--- config.mk ---
export PLATFORM = sky130hd
export DESIGN_NAME = dma_busmode_seq
export DESIGN_NICKNAME = d
export VERILOG_FILES = /design/src/rtl/dma_seq_pkg.sv /design/src/rtl/dma_req_sel.sv /design/src/rtl/dma_unit_ctr.sv /design/src/rtl/dma_bus_fsm.sv /design/src/rtl/dma_busmode_seq.sv
export SDC_FILE = /design/constraint.sdc
export NUM_CORES = 1
export LEC_CHECK = 0
export BUFFER_PORTS_ARGS = -buffer_cell sky130_fd_sc_hd__buf_2
export CORE_AREA = 3 3 53 55
export CTS_BUF_LIST = sky130_fd_sc_hd__clkbuf_2 sky130_fd_sc_hd__clkbuf_4 sky130_fd_sc_hd__clkbuf_8
export DETAILED_ROUTE_END_ITERATION = 16
export DIE_AREA = 0 0 56 58
export PLACE_DENSITY = 0.84
export SYNTH_ARGS = -nofsm -noshare
export SYNTH_HDL_FRONTEND = slang
export SYNTH_SLANG_ARGS = --single-unit
--- constraint.sdc ---
create_clock -name clk -period 2.38 [get_ports clk]
set_clock_uncertainty 0.1 [all_clocks]
set_input_delay 0.476 -clock clk [delete_from_list [all_inputs] [get_ports clk]]
set_output_delay 0.476 -clock clk [all_outputs]
set_load 0.02 [all_outputs]
--- src/rtl/dma_seq_pkg.sv ---
package dma_seq_pkg;
  typedef enum logic [1:0] {
    SRC_AUTO   = 2'd0,
    SRC_EXT    = 2'd1,
    SRC_SERIAL = 2'd2,
    SRC_ADC    = 2'd3
  } req_src_e;

  typedef enum logic [1:0] {
    SZ_8   = 2'd0,
    SZ_16  = 2'd1,
    SZ_32  = 2'd2,
    SZ_128 = 2'd3
  } xfer_size_e;

  typedef enum logic [2:0] {
    ST_IDLE = 3'd0,
    ST_ARM  = 3'd1,
    ST_REQ  = 3'd2,
    ST_RD   = 3'd3,
    ST_WR   = 3'd4
  } bus_state_e;

  typedef struct packed {
    req_src_e   src;
    logic       burst;
    xfer_size_e size;
  } chan_cfg_t;
endpackage

--- src/rtl/dma_req_sel.sv ---
module dma_req_sel
  import dma_seq_pkg::*;
#(
  parameter int CHAN_ID   = 0,
  parameter int EXT_CHANS = 2
) (
  input  logic       clk,
  input  logic       rst,
  input  logic       load,
  input  logic [1:0] src_in,
  input  logic       burst_in,
  input  logic [1:0] size_in,
  input  logic       dreq_n,
  input  logic       periph_req,
  output logic       req_active,
  output logic       burst_eff,
  output logic       ext_mode,
  output logic       wide_unit,
  output logic [1:0] size_eff
);
  localparam bit EXT_OK = (CHAN_ID < EXT_CHANS);

  chan_cfg_t cfg_q;
  logic      periph_src;
  logic      ext_req;
  logic      ext_sel;

  always_ff @(posedge clk) begin
    if (rst) begin
      cfg_q <= '0;
    end else if (load) begin
      cfg_q.src   <= req_src_e'(src_in);
      cfg_q.burst <= burst_in;
      cfg_q.size  <= xfer_size_e'(size_in);
    end
  end

  assign periph_src = (cfg_q.src == SRC_SERIAL) || (cfg_q.src == SRC_ADC);

  generate
    if (EXT_OK) begin : g_ext
      assign ext_req = !dreq_n;
      assign ext_sel = (cfg_q.src == SRC_EXT);
    end else begin : g_noext
      assign ext_req = dreq_n & 1'b0;
      assign ext_sel = 1'b0;
    end
  endgenerate

  always_comb begin
    case (cfg_q.src)
      SRC_AUTO: req_active = 1'b1;
      SRC_EXT:  req_active = ext_req;
      default:  req_active = periph_req;
    endcase
  end

  assign burst_eff = cfg_q.burst && !periph_src;
  assign size_eff  = (cfg_q.size == SZ_128 && periph_src) ? SZ_32 : cfg_q.size;
  assign wide_unit = (size_eff == SZ_128);
  assign ext_mode  = ext_sel;
endmodule

--- src/rtl/dma_unit_ctr.sv ---
module dma_unit_ctr #(
  parameter int CNT_W = 8,
  parameter int BEATS = 4
) (
  input  logic             clk,
  input  logic             rst,
  input  logic             load,
  input  logic [CNT_W-1:0] load_cnt,
  input  logic             wide_unit,
  input  logic             beat_done,
  output logic             unit_last,
  output logic             cnt_last
);
  localparam int BW = (BEATS > 1) ? $clog2(BEATS) : 1;

  logic [BW-1:0]    beat_q;
  logic [CNT_W-1:0] remain_q;

  assign unit_last = !wide_unit || (beat_q == BW'(BEATS - 1));
  assign cnt_last  = (remain_q == CNT_W'(1));

  always_ff @(posedge clk) begin
    if (rst) begin
      beat_q   <= '0;
      remain_q <= '0;
    end else if (load) begin
      beat_q   <= '0;
      remain_q <= load_cnt;
    end else if (beat_done) begin
      if (unit_last) begin
        beat_q   <= '0;
        remain_q <= remain_q - CNT_W'(1);
      end else begin
        beat_q <= beat_q + BW'(1);
      end
    end
  end


  unit_dec_chk: assert property (@(posedge clk) disable iff (rst)
    (beat_done && unit_last && !load) |=> (remain_q == $past(remain_q) - CNT_W'(1)));


  beat_hold_chk: assert property (@(posedge clk) disable iff (rst)
    (beat_done && !unit_last && !load) |=> (remain_q == $past(remain_q)));
endmodule

--- src/rtl/dma_bus_fsm.sv ---
module dma_bus_fsm
  import dma_seq_pkg::*;
(
  input  logic clk,
  input  logic rst,
  input  logic start,
  input  logic req_active,
  input  logic bus_grant,
  input  logic burst_eff,
  input  logic ext_mode,
  input  logic unit_last,
  input  logic cnt_last,
  output logic idle,
  output logic beat_done,
  output logic bus_req_o,
  output logic rd_o,
  output logic wr_o,
  output logic dack_o,
  output logic done_o
);
  bus_state_e state_q, state_d;
  logic       job_end;
  logic       unit_end;

  assign unit_end  = (state_q == ST_WR) && unit_last;
  assign job_end   = unit_end && cnt_last;
  assign idle      = (state_q == ST_IDLE);
  assign beat_done = (state_q == ST_WR);

  always_comb begin
    state_d = state_q;
    case (state_q)
      ST_IDLE: if (start) state_d = ST_ARM;
      ST_ARM:  if (req_active) state_d = ST_REQ;
      ST_REQ:  if (bus_grant) state_d = ST_RD;
      ST_RD:   state_d = ST_WR;
      ST_WR: begin
        if (!unit_last)                    state_d = ST_RD;
        else if (cnt_last)                 state_d = ST_IDLE;
        else if (burst_eff && req_active)  state_d = ST_RD;
        else                               state_d = ST_ARM;
      end
      default: state_d = ST_IDLE;
    endcase
  end

  always_ff @(posedge clk) begin
    if (rst) begin
      state_q   <= ST_IDLE;
      bus_req_o <= 1'b0;
      rd_o      <= 1'b0;
      wr_o      <= 1'b0;
      dack_o    <= 1'b0;
      done_o    <= 1'b0;
    end else begin
      state_q   <= state_d;
      bus_req_o <= (state_d == ST_REQ) || (state_d == ST_RD) || (state_d == ST_WR);
      rd_o      <= (state_d == ST_RD);
      wr_o      <= (state_d == ST_WR);
      dack_o    <= ext_mode && ((state_d == ST_RD) || (state_d == ST_WR));
      done_o    <= job_end;
    end
  end


  rw_excl_chk: assert property (@(posedge clk) disable iff (rst) !(rd_o && wr_o));


  wr_after_rd_chk: assert property (@(posedge clk) disable iff (rst) wr_o |-> $past(rd_o));


  rd_owned_chk: assert property (@(posedge clk) disable iff (rst) rd_o |-> bus_req_o);


  done_pulse_chk: assert property (@(posedge clk) disable iff (rst) done_o |=> !done_o);


  done_after_wr_chk: assert property (@(posedge clk) disable iff (rst) done_o |-> $past(wr_o));


  steal_release_chk: assert property (@(posedge clk) disable iff (rst)
    (unit_end && !cnt_last && !burst_eff) |=> !bus_req_o);


  burst_hold_chk: assert property (@(posedge clk) disable iff (rst)
    (unit_end && !cnt_last && burst_eff && req_active) |=> (rd_o && bus_req_o));


  early_release_chk: assert property (@(posedge clk) disable iff (rst)
    (unit_end && !cnt_last && !req_active) |=> !bus_req_o);


  dack_window_chk: assert property (@(posedge clk) disable iff (rst)
    dack_o |-> (rd_o || wr_o));
endmodule

--- src/rtl/dma_busmode_seq.sv ---
module dma_busmode_seq
  import dma_seq_pkg::*;
#(
  parameter int CNT_W     = 8,
  parameter int CHAN_ID   = 0,
  parameter int EXT_CHANS = 2,
  parameter int BUS_W     = 32,
  parameter int WIDE_W    = 128
) (
  input  logic             clk,
  input  logic             rst,
  input  logic             start,
  input  logic [1:0]       req_src,
  input  logic             burst_sel,
  input  logic [1:0]       size_sel,
  input  logic [CNT_W-1:0] xfer_cnt,
  input  logic             dreq_n,
  input  logic             periph_req,
  input  logic             bus_grant,
  output logic             bus_req,
  output logic             rd_cyc,
  output logic             wr_cyc,
  output logic             dack,
  output logic             done,
  output logic [1:0]       beat_size
);
  localparam int BEATS = WIDE_W / BUS_W;

  logic       idle, load, beat_done;
  logic       req_active, burst_eff, ext_mode, wide_unit;
  logic       unit_last, cnt_last;
  logic [1:0] size_eff;

  assign load = start && idle;

  dma_req_sel #(.CHAN_ID(CHAN_ID), .EXT_CHANS(EXT_CHANS)) u_sel (
    .clk(clk), .rst(rst), .load(load),
    .src_in(req_src), .burst_in(burst_sel), .size_in(size_sel),
    .dreq_n(dreq_n), .periph_req(periph_req),
    .req_active(req_active), .burst_eff(burst_eff), .ext_mode(ext_mode),
    .wide_unit(wide_unit), .size_eff(size_eff)
  );

  dma_unit_ctr #(.CNT_W(CNT_W), .BEATS(BEATS)) u_ctr (
    .clk(clk), .rst(rst), .load(load), .load_cnt(xfer_cnt),
    .wide_unit(wide_unit), .beat_done(beat_done),
    .unit_last(unit_last), .cnt_last(cnt_last)
  );

  dma_bus_fsm u_fsm (
    .clk(clk), .rst(rst), .start(load && (xfer_cnt != '0)),
    .req_active(req_active), .bus_grant(bus_grant), .burst_eff(burst_eff),
    .ext_mode(ext_mode), .unit_last(unit_last), .cnt_last(cnt_last),
    .idle(idle), .beat_done(beat_done),
    .bus_req_o(bus_req), .rd_o(rd_cyc), .wr_o(wr_cyc),
    .dack_o(dack), .done_o(done)
  );

  always_ff @(posedge clk) begin
    if (rst) beat_size <= 2'd0;
    else     beat_size <= size_eff;
  end
endmodule

# Word-level counts from Yosys, hierarchy flattened
# Index checks and enable logic that the tools add are counted.
[classes]
n_mux = 13
n_lt_le_gt_ge = 0
bitwise_logic = 0
eq_ne = 14
add_sub_neg = 2
div = 0
shift = 0
multipliers = 0
n_reduce_logical = 23
[ops]
columns = ["cell", "n"]
rows = [
  ["$mux W8", 3],
  ["$mux W3", 5],
  ["$pmux W3 S5", 1],
  ["$eq A3 B2 Y1 const B", 4],
  ["$eq A2 B2 Y1 const B", 5],
  ["$eq A8 B1 Y1 const B", 1],
  ["$logic_and A1 B1 Y1", 8],
  ["$reduce_bool A8 Y1", 1],
  ["$sub A8 B1 Y8 const B", 1],
  ["$eq A3 B3 Y1 const B", 2],
  ["$mux W2", 3],
  ["$logic_or A1 B1 Y1", 5],
  ["$reduce_bool A2 Y1", 2],
  ["$eq A3 B1 Y1 const B", 1],
  ["$logic_not A1 Y1", 3],
  ["$logic_not A3 Y1", 1],
  ["$add A2 B1 Y2 const B", 1],
  ["$eq A2 B1 Y1 const B", 1],
  ["$logic_not A2 Y1", 1],
  ["$pmux W1 S2", 1],
  ["$reduce_and A2 Y1", 1],
  ["$reduce_or A2 Y1", 1],
]
[totals]
input_bits = 19
reg_bits = 25
rom_bits = 0
ram_bits = 0
latchBits = 0
n_memories = 0

# Depth between registers and ports, before layout
# Gate-level depths: netlist of the first run.
[logic_depth]
depth_word = 12
mapped_depth = 7
mapped_depth_nobuf = 7

# Hierarchy
# Synthesis of the first run repeated with hierarchy kept, for this count alone.
[hier_totals]
hier_cells = 138
hier_area_um2 = 1281.2
[modules_own_cells]
columns = ["module", "seq_area_each_um2", "area_each_um2", "n_inst", "cells_per_inst"]
rows = [
  ["dma_unit_ctr", 200.2, 576.8, 1, 68],
  ["dma_bus_fsm", 160.2, 390.4, 1, 38],
  ["dma_req_sel", 100.1, 222.7, 1, 24],
  ["dma_busmode_seq", 40.0, 91.3, 1, 8],
]

# Least setup slack after synthesis of the first run
# OpenSTA, ideal clock, no wires.
[synth_timing]
path_kind = "register to register"
from = "register u_fsm.state_q[1]"
to = "register u_ctr.remain_q[6]"
period_less_slack_ps = 1711
setup_time_ps = 74
setup_slack_ps = 669
stages_incl_launch_ff = 7
arrival_time_ps = 1537
cell_sequence = "dfxtp_1 -> buf_6 -> or3b_4 -> nor2_8 -> nand3_2 -> or3_1 -> a31oi_1"
[synth_via]
elab_chain_len = 4
elab_cells_between_ends = 7
[synth_lines]
columns = ["item", "line", "source"]
rows = [
  ["start: declaration", "dma_bus_fsm.sv:21", "bus_state_e state_q, state_d;"],
  ["start signal: assignment", "dma_bus_fsm.sv:56", "state_q <= state_d;"],
  ["$logic_not A3 Y1", "dma_bus_fsm.sv:27", "assign idle = (state_q == ST_IDLE);"],
  ["$logic_and A1 B1 Y1", "dma_busmode_seq.sv:34", "assign load = start && idle;"],
  ["$reduce_bool A2 Y1 (no source line)", "n/a", ""],
  ["$reduce_and A2 Y1 (no source line)", "n/a", ""],
  ["end signal: assignment", "dma_unit_ctr.sv:28", "remain_q <= load_cnt;"],
  ["end signal: assignment", "dma_unit_ctr.sv:32", "remain_q <= remain_q - CNT_W'(1);"],
  ["end: declaration", "dma_unit_ctr.sv:17", "logic [CNT_W-1:0] remain_q;"],
]
# Parallel ways exist; a longest one is shown, timed or not.
# A chain may end at the register's enable or synchronous reset.

# Worst setup path in the final report of the first run
[layout_timing]
from = "register u_ctr.remain_q[0]"
to = "register u_fsm.dack_o"
[layout_via]
elab_chain_len = 7
elab_cells_between_ends = 8
[layout_lines]
columns = ["item", "line", "source"]
rows = [
  ["$eq A8 B1 Y1 *", "dma_unit_ctr.sv:20", "assign cnt_last = (remain_q == CNT_W'(1));"],
  ["$mux W3 *", "dma_bus_fsm.sv:39", "else if (cnt_last) state_d = ST_IDLE;"],
  ["$mux W3 *", "dma_bus_fsm.sv:38", "if (!unit_last) state_d = ST_RD;"],
  ["$pmux W3 S5 *", "dma_bus_fsm.sv:32", "case (state_q)"],
  ["$eq A3 B2 Y1 / $eq A3 B3 Y1 (equally long branches)", "dma_bus_fsm.sv:60", "dack_o <= ext_mode && ((state_d == ST_RD) || (state_d == ST_WR));"],
  ["$logic_or A1 B1 Y1 *", "dma_bus_fsm.sv:60", ""],
  ["$logic_and A1 B1 Y1 *", "dma_bus_fsm.sv:60", ""],
  ["end signal: assignment", "dma_bus_fsm.sv:60", ""],
  ["end: declaration", "dma_bus_fsm.sv:18", "output logic dack_o,"],
]
# Every way passes the cells marked *; elsewhere a longest branch is shown, timed or not.

==> results of run 1 <==
cell families (layout without fill, tap and decap cells):
family	Yosys count	in the layout
AO/OA/AOI/OAI	27	27
flip-flops	25	25
buffers and inverters	13	37
adder cells (fa/ha/maj)	3	3
multiplexers	1	1
AND/OR/NAND/NOR	72	72
through the flow:
step                      worst slack [ns]  util (%)  hold WS (ns)  power (mW)  area (um2)
after floorplan                      0.669         -         0.336       0.614        1200
after global placement               0.457      55.5         0.351       0.660        1350
after detailed placement             0.457      55.5         0.358       0.669        1350
after CTS                            0.451      56.6         0.270       0.858        1380
after global routing                 0.323      56.6         0.267       0.900        1380
final                                0.456      56.6         0.271       0.854        1380
where the power goes:
group	switching, mW	total [mW]	internal [mW]
Clock	0.131	0.194	0.0630
Combinational	0.101	0.176	0.0748
Sequential	0.0339	0.484	0.450
Total	0.266	0.854	0.588
flip-flops by register name, indices dropped and copies added, names as in the netlist:
register	flops
u_ctr.remain_q	8
u_ctr.beat_q	2
u_fsm.bus_req_o	1
u_fsm.rd_o	1
u_fsm.state_q	3
u_fsm.dack_o	1
u_fsm.done_o	1
u_fsm.wr_o	1
beat_size	2
u_sel.cfg_q	5
cells in the final DEF (no fill, tap or decap), types with 4 or more instances in the layout:
master	count
dfxtp_1	25
buf_2	25
nand2_1	22
nor2_1	15
a21oi_1	11
inv_1	6
nand3_1	5
a31oi_1	4
nor4_1	4
worst max-delay path by stage:
| stage | start | end | slack, ns | depth (start not counted) |
|---|---|---|---|---|
| after floorplan | u_fsm.state_q[1] | u_ctr.remain_q[6] | 0.67 | 6 |
| after global placement | start | u_fsm.dack_o | 0.46 | 6 |
| after detailed placement | start | u_fsm.dack_o | 0.46 | 6 |
| after CTS | u_ctr.remain_q[0] | u_fsm.dack_o | 0.45 | 6 |
| after global routing | u_fsm.state_q[2] | u_ctr.remain_q[7] | 0.32 | 5 |
| final | u_ctr.remain_q[0] | u_fsm.dack_o | 0.46 | 6 |
critical path, delay by kind of cell (launching register included):
| kind | cells | cell delay, ns |
|---|---|---|
| adders and majority gates | 1 | 0.18 |
| AOI/OAI and AO/OA | 2 | 0.20 |
| DFF | 1 | 0.44 |
| and+or+nand+nor | 3 | 0.93 |
layer usage:
metal,GRT usage (%),wire (um)
met1,20.7,1120
met2,31.2,1310
met3,1.34,132
met4,5.08,38
met5,0,0
layout make-up:
class / count / share of cell area (%)
clock inverters: 1 / 0.363
repair buffers: 27 / 10.2
clock buffers: 3 / 1.63
multi-input cells: 103 / 47.1
well taps: 30 / 2.72
inverters: 6 / 1.63
flip-flops and latches: 25 / 36.3
==> results by group, run 1 <==
Status
  • Status: finished clean

Floorplan
  • Initial Util: between 40% and 50%
  • Die area: 0.00325 mm2
  • Die extent in x: 56 um
  • Row cnt: 18
  • Chip Height: 58 um
  • Core outline area: 0.00243 mm2
  • Top Ports: 26

Yosys
  • Synth cell types: 40
  • Share of the synthesized area in the top cell type: 41.7%
  • Most frequent cells after synthesis: dfxtp_1 (25), nand2_1 (22), nor2_1 (15)
  • Sequential share of the synthesized area: a little over two fifths
  • Post-synthesis cell area: 0.00120 mm2
  • Largest family of logic cells by synthesized area: simple AND/OR/NAND/NOR gates
  • Area share of and/or/nand/nor cells after synthesis: between 30% and 40%
  • Synth area leader: dfxtp_1
  • Synth Area in Compound Gates: 15.5%
  • Area contributors post-synth: dfxtp_1 (42%), nand2_1 (6.9%), nor2_1 (4.7%), a21oi_1 (4.6%), ha_1 (3.1%)
  • Synth async-reset ratio: 0%
  • Mux share of post-synthesis cell area: less than 1%
  • Number of synthesized register bits: 25
  • Number of synthesized flops with an enable pin: 0
  • Count leader, synth: dfxtp_1
  • Synth Area in XOR/XNOR: 0%
  • Post-Syn Nets: 163
  • Top FF cell, synth: dfxtp_1
  • Avg Cell Area, Syn: 8.52 um2
  • Ys Warns: 0
  • Synth Area in Adders: 3.13%
  • Post-synthesis instance total: 141

Pwr
  • Maximum VDD drop: ~0.34 mV
  • Leak pwr: 0.551 nW
  • Power Dens Cells: around 620 mW/mm2

Global routing
  • First-pass GRT wire length: 4.38 mm
  • Gr usage total: 16.8%
  • Largest net degree at the start of global routing: 25
  • Initial antenna violation count: 0
  • GR Overflow Total: 0
  • Vias in the first global route: between 900 and 1000

Cells and area
  • Final nets: 188
  • Layout area overhead: 14.7%
  • Layout cells sized above 1: 24.2%
  • N_diodes: 0
  • Layout filler cell count: 220
  • Area of the multi-input gates: 649 um2
  • Seq. cell area: 500 um2
  • Final Non-Filler Cells: about 200

Placement
  • Dpl cells: 191
  • Hpwl dp: 1.94 mm
  • Routability Congestion: 0.783
  • # port buffers: 25

Hold path
  • Hold Startpoint: req_src[0]
  • Hold path endpoint: u_sel.cfg_q[3]
  • Hold Crit Class: primary input to flop
  • Hold-critical path depth: 3

Setup path
  • Cells along the critical path: ha_1 > nor4b_1 > a31oi_1 > nor4_1 > nand2b_1 > a21oi_1
  • Worst Path Required: 2.51 ns
  • Reg2reg setup slack: roughly 0.46 ns
  • CP max stage cell: nor4_1
  • Critical Path AT: 2.05 ns
  • Setup crit start kind: flop
  • Crit. End Element: flop
  • Critical setup path kind: flop to flop
  • Critical Path Fanout Max: 5
  • Reg2reg start: u_ctr.remain_q[0]
  • Slowest stage delay, CP: 0.47 ns
  • Worst r2r dst: u_fsm.dack_o
  • Worst Reg-to-Reg Cells: 6

Detailed routing
  • Initial DRC Count: 44
  • Vias per cell: 5.65
  • Drt drc: 0
  • WL per Instance: 13.3 um
  • Post-DRT Antenna Nets: 0
  • Via count: 1102
  • First-pass iteration count of the detailed router: 4
  • Wire length after detailed routing: 2.60 mm

STA
  • Max_slew headroom: between 60 and 70%
  • RSZ-0062 raised after global routing: false
  • Setup TNS: 0 ns
  • Hold Fails Final Rpt: 0
  • Slew @ Worst Pin: 0.452 ns
  • Min Tclk post-route: 1.92 ns
  • Max-slew violations: 0
  • Max frequency: 520 MHz
  • Final critical-path share of the clock period: 80.8%
  • Setup Viol. Count Final: 0

Clock tree
  • Clk_lat worst skew: between 0.3 and 0.4 ns
  • Total CTS buffers: 3
  • Clk slew on worst S/H paths: 0.14 ns
  • Setup Buffers After CTS: 0
  • Root Buffer: clkbuf_4
  • H-tree levels: 1
  • Post-CTS sizing: 0
  • CTS Sinks: 25
  • CTS tree: done
  • Hold Buf Count CTS: 0
  • Longest Clk Path Bufs: 2

Run
  • Max-Cap Viols: 0
Note: power is estimated with default switching activity, not from simulation.
==> run 2: changes to the inputs <==
==> constraint.sdc (replaced) <==
create_clock -name clk -period 1.8 [get_ports clk]
set_clock_uncertainty 0.1 [all_clocks]
set_input_delay 0.36 -clock clk [delete_from_list [all_inputs] [get_ports clk]]
set_output_delay 0.36 -clock clk [all_outputs]
set_load 0.02 [all_outputs]
==> results by group, run 2 (synthesis results as in run 1) <==
Detailed routing
  • Vias per cell: 5.66 (about the same)
  • Via count: 1165 (+5.7%)
  • Drt drc: 0 (unchanged)
  • WL per Instance: 14.6 um (+9.8%)
  • Wire length after detailed routing: 3.02 mm (+16%)
  • Initial DRC Count: 46 (+4.5%)
  • Post-DRT Antenna Nets: 0 (unchanged)
  • First-pass iteration count of the detailed router: 4 (unchanged)

Placement
  • Routability Congestion: 0.827 (+5.6%)
  • Setup WS pre-CTS: -0.0142 ns (-0.471 ns)
  • # port buffers: 25 (unchanged)
  • Hpwl dp: 2.18 mm (+13%)
  • Dpl cells: 200 (+4.7%)
  • Dpl cell area: 0.00142 mm2 (+5.0%)

Cells and area
  • Max FFs per register: 8 (unchanged)
  • Seq. cell area: 503 um2 (+0.50%)
  • Layout cells sized above 1: 33.0% (+8.7 points)
  • Layout filler cell count: 191 (-13%)
  • Final Non-Filler Cells: 206 (+5.6%)
  • Final nets: 199 (+5.9%)
  • Most frequent cells in the layout: buf_2 (25), dfxtp_1 (23), nand2_1 (22), nor2_1 (15), buf_4 (13)
  • Commonest non-fill, non-tap cell in the layout: buf_2
  • Biggest register: u_ctr.remain_q
  • Area of the multi-input gates: 693 um2 (+6.7%)
  • N_diodes: 0 (unchanged)
  • Top Registers: u_ctr.remain_q x8, u_sel.cfg_q x5, u_fsm.state_q x3
  • Post-Layout Inst Area: 0.00151 mm2 (+9.5%)
  • Layout area overhead: 25.6%

STA
  • Max-slew violations: 0 (unchanged)
  • Final critical-path share of the clock period: 97.6% (+17 points)
  • Max_slew headroom: 62.3% (-7.3 points)
  • Setup Viol. Count Final: 0 (unchanged)
  • PnR worst setup slack: 0.0436 ns (-0.412 ns)
  • Slew @ Worst Pin: 0.552 ns (+0.0991 ns)
  • Hold Fails Final Rpt: 0 (unchanged)
  • Min Tclk post-route: 1.76 ns (-0.168 ns)
  • Max frequency: 569 MHz (+9.6%)

Setup path
  • Setup crit start: u_sel.cfg_q[4]
  • Worst Path Required: 1.97 ns (-0.54 ns)
  • Setup crit start kind: flop
  • Cells along the critical path: nand3b_1 > a2111oi_0 > nor4_2 > nand2b_1 > a21oi_1
  • Slowest stage delay, CP: 0.57 ns (+0.10 ns)
  • CP max stage cell: a2111oi_0
  • Top delay family on crit path: compound AO/OA/AOI/OAI gates
  • Buf/Inv on CP: 0 (unchanged)
  • Critical Path AT: 1.93 ns (-0.12 ns)
  • Critical setup path kind: flop to flop
  • Critical Path Fanout Max: 8 (+3)
  • Crit. End Element: flop
  • Reg2reg start: u_sel.cfg_q[4]

Global routing
  • Largest net degree at the start of global routing: 25 (unchanged)
  • Vias in the first global route: 1133 (+16%)
  • Gr usage total: 18.3% (+1.5 points)
  • GR Overflow Total: 0 (unchanged)
  • Initial antenna violation count: 0 (unchanged)
  • First-pass GRT wire length: 4.71 mm (+7.6%)

Clock tree
  • CTS Sinks: 25 (unchanged)
  • Longest Clk Path Bufs: 2 (unchanged)
  • Hold Buf Count CTS: 0 (unchanged)
  • Clk_lat worst skew: 0.33 ns (about the same)
  • H-tree levels: 1 (unchanged)
  • Total CTS buffers: 3 (unchanged)
  • Root Buffer: clkbuf_4
  • Clk slew on worst S/H paths: 0.13 ns (about the same)
  • CTS tree: done

Hold path
  • Hold Crit Class: primary input to flop
  • Hold Startpoint: req_src[0]

Floorplan
  • Die extent in x: 56 um (unchanged)
  • Top Ports: 26 (unchanged)
  • Die area: 0.00325 mm2 (unchanged)
  • Core outline area: 0.00243 mm2 (unchanged)
  • Row cnt: 18 (unchanged)
  • Chip Height: 58 um (unchanged)
  • Initial Util: 49.4% (unchanged)

Run
  • Max-Cap Viols: 0 (unchanged)

Pwr
  • Maximum VDD drop: 0.547 mV (+60%)
  • Leak pwr: 0.613 nW (+11%)
  • Power Dens Cells: 797 mW/mm2 (+28%)
  • Power, Total: 1.20 mW (+41%)

Status
  • Status: finished clean
==> run 2: where the power goes <==
| part | leakage, nW | internal [mW] | switching (mW) |
|---|---|---|---|
| Sequential | 0.206 | 0.596 | 0.0405 |
| Clock | 0.0184 | 0.102 | 0.172 |
| Combinational | 0.389 | 0.133 | 0.159 |
==> run 2: area by class of cell <==
type,count,share of cell area [%]
inverter,6,1.49
tap,30,2.49
timing repair buffer,38,14.8
clock buffer,4,1.99
sequential,25,33.3
multi-input combinational,103,45.9
==> run 2: what timing repair did <==
action                     CTS  global route
setup buffers                0             2
pin swaps                    0             2
gates resized for setup      2             6
setup endpoints to repair    4             5
==> run 2: layer usage <==
| metal | vias up | share of wire [%] | track usage [%] |
|---|---|---|---|
| li1 | 575 | - | - |
| met1 | 554 | 42 | 21.1 |
| met2 | 31 | 51 | 34.1 |
| met3 | 5 | 4.0 | 1.34 |
| met4 | 0 | 2.1 | 9.49 |
| met5 | - | 0 | 0 |
==> run 2: worst paths after layout <==
| kind | to | slack, ns | depth (start not counted) |
|---|---|---|---|
| hold reg to reg | u_sel.cfg_q[2] | 0.38 | 2 |
| setup / recovery | u_fsm.dack_o | 0.04 | 5 |
| hold / removal | u_sel.cfg_q[3] | 0.15 | 3 |
| setup reg to reg | u_fsm.dack_o | 0.04 | 5 |
==> run 2: metrics by stage <==
step	setup TNS (ns)	util, %	hold WS, ns
2_1_floorplan	0	-	0.329
3_3_place_gp	0	58.3	0.350
3_5_place_dp	-0.0185	58.3	0.359
4_1_cts	0	59.8	0.161
5_1_grt	-0.00800	62.0	0.175
6_report	0	62.0	0.154
==> run 2: tightest hold or removal path, stage by stage <==
cell and delay, ns:
buf_2 0.09, nand2_1 0.04, a21oi_1 0.05
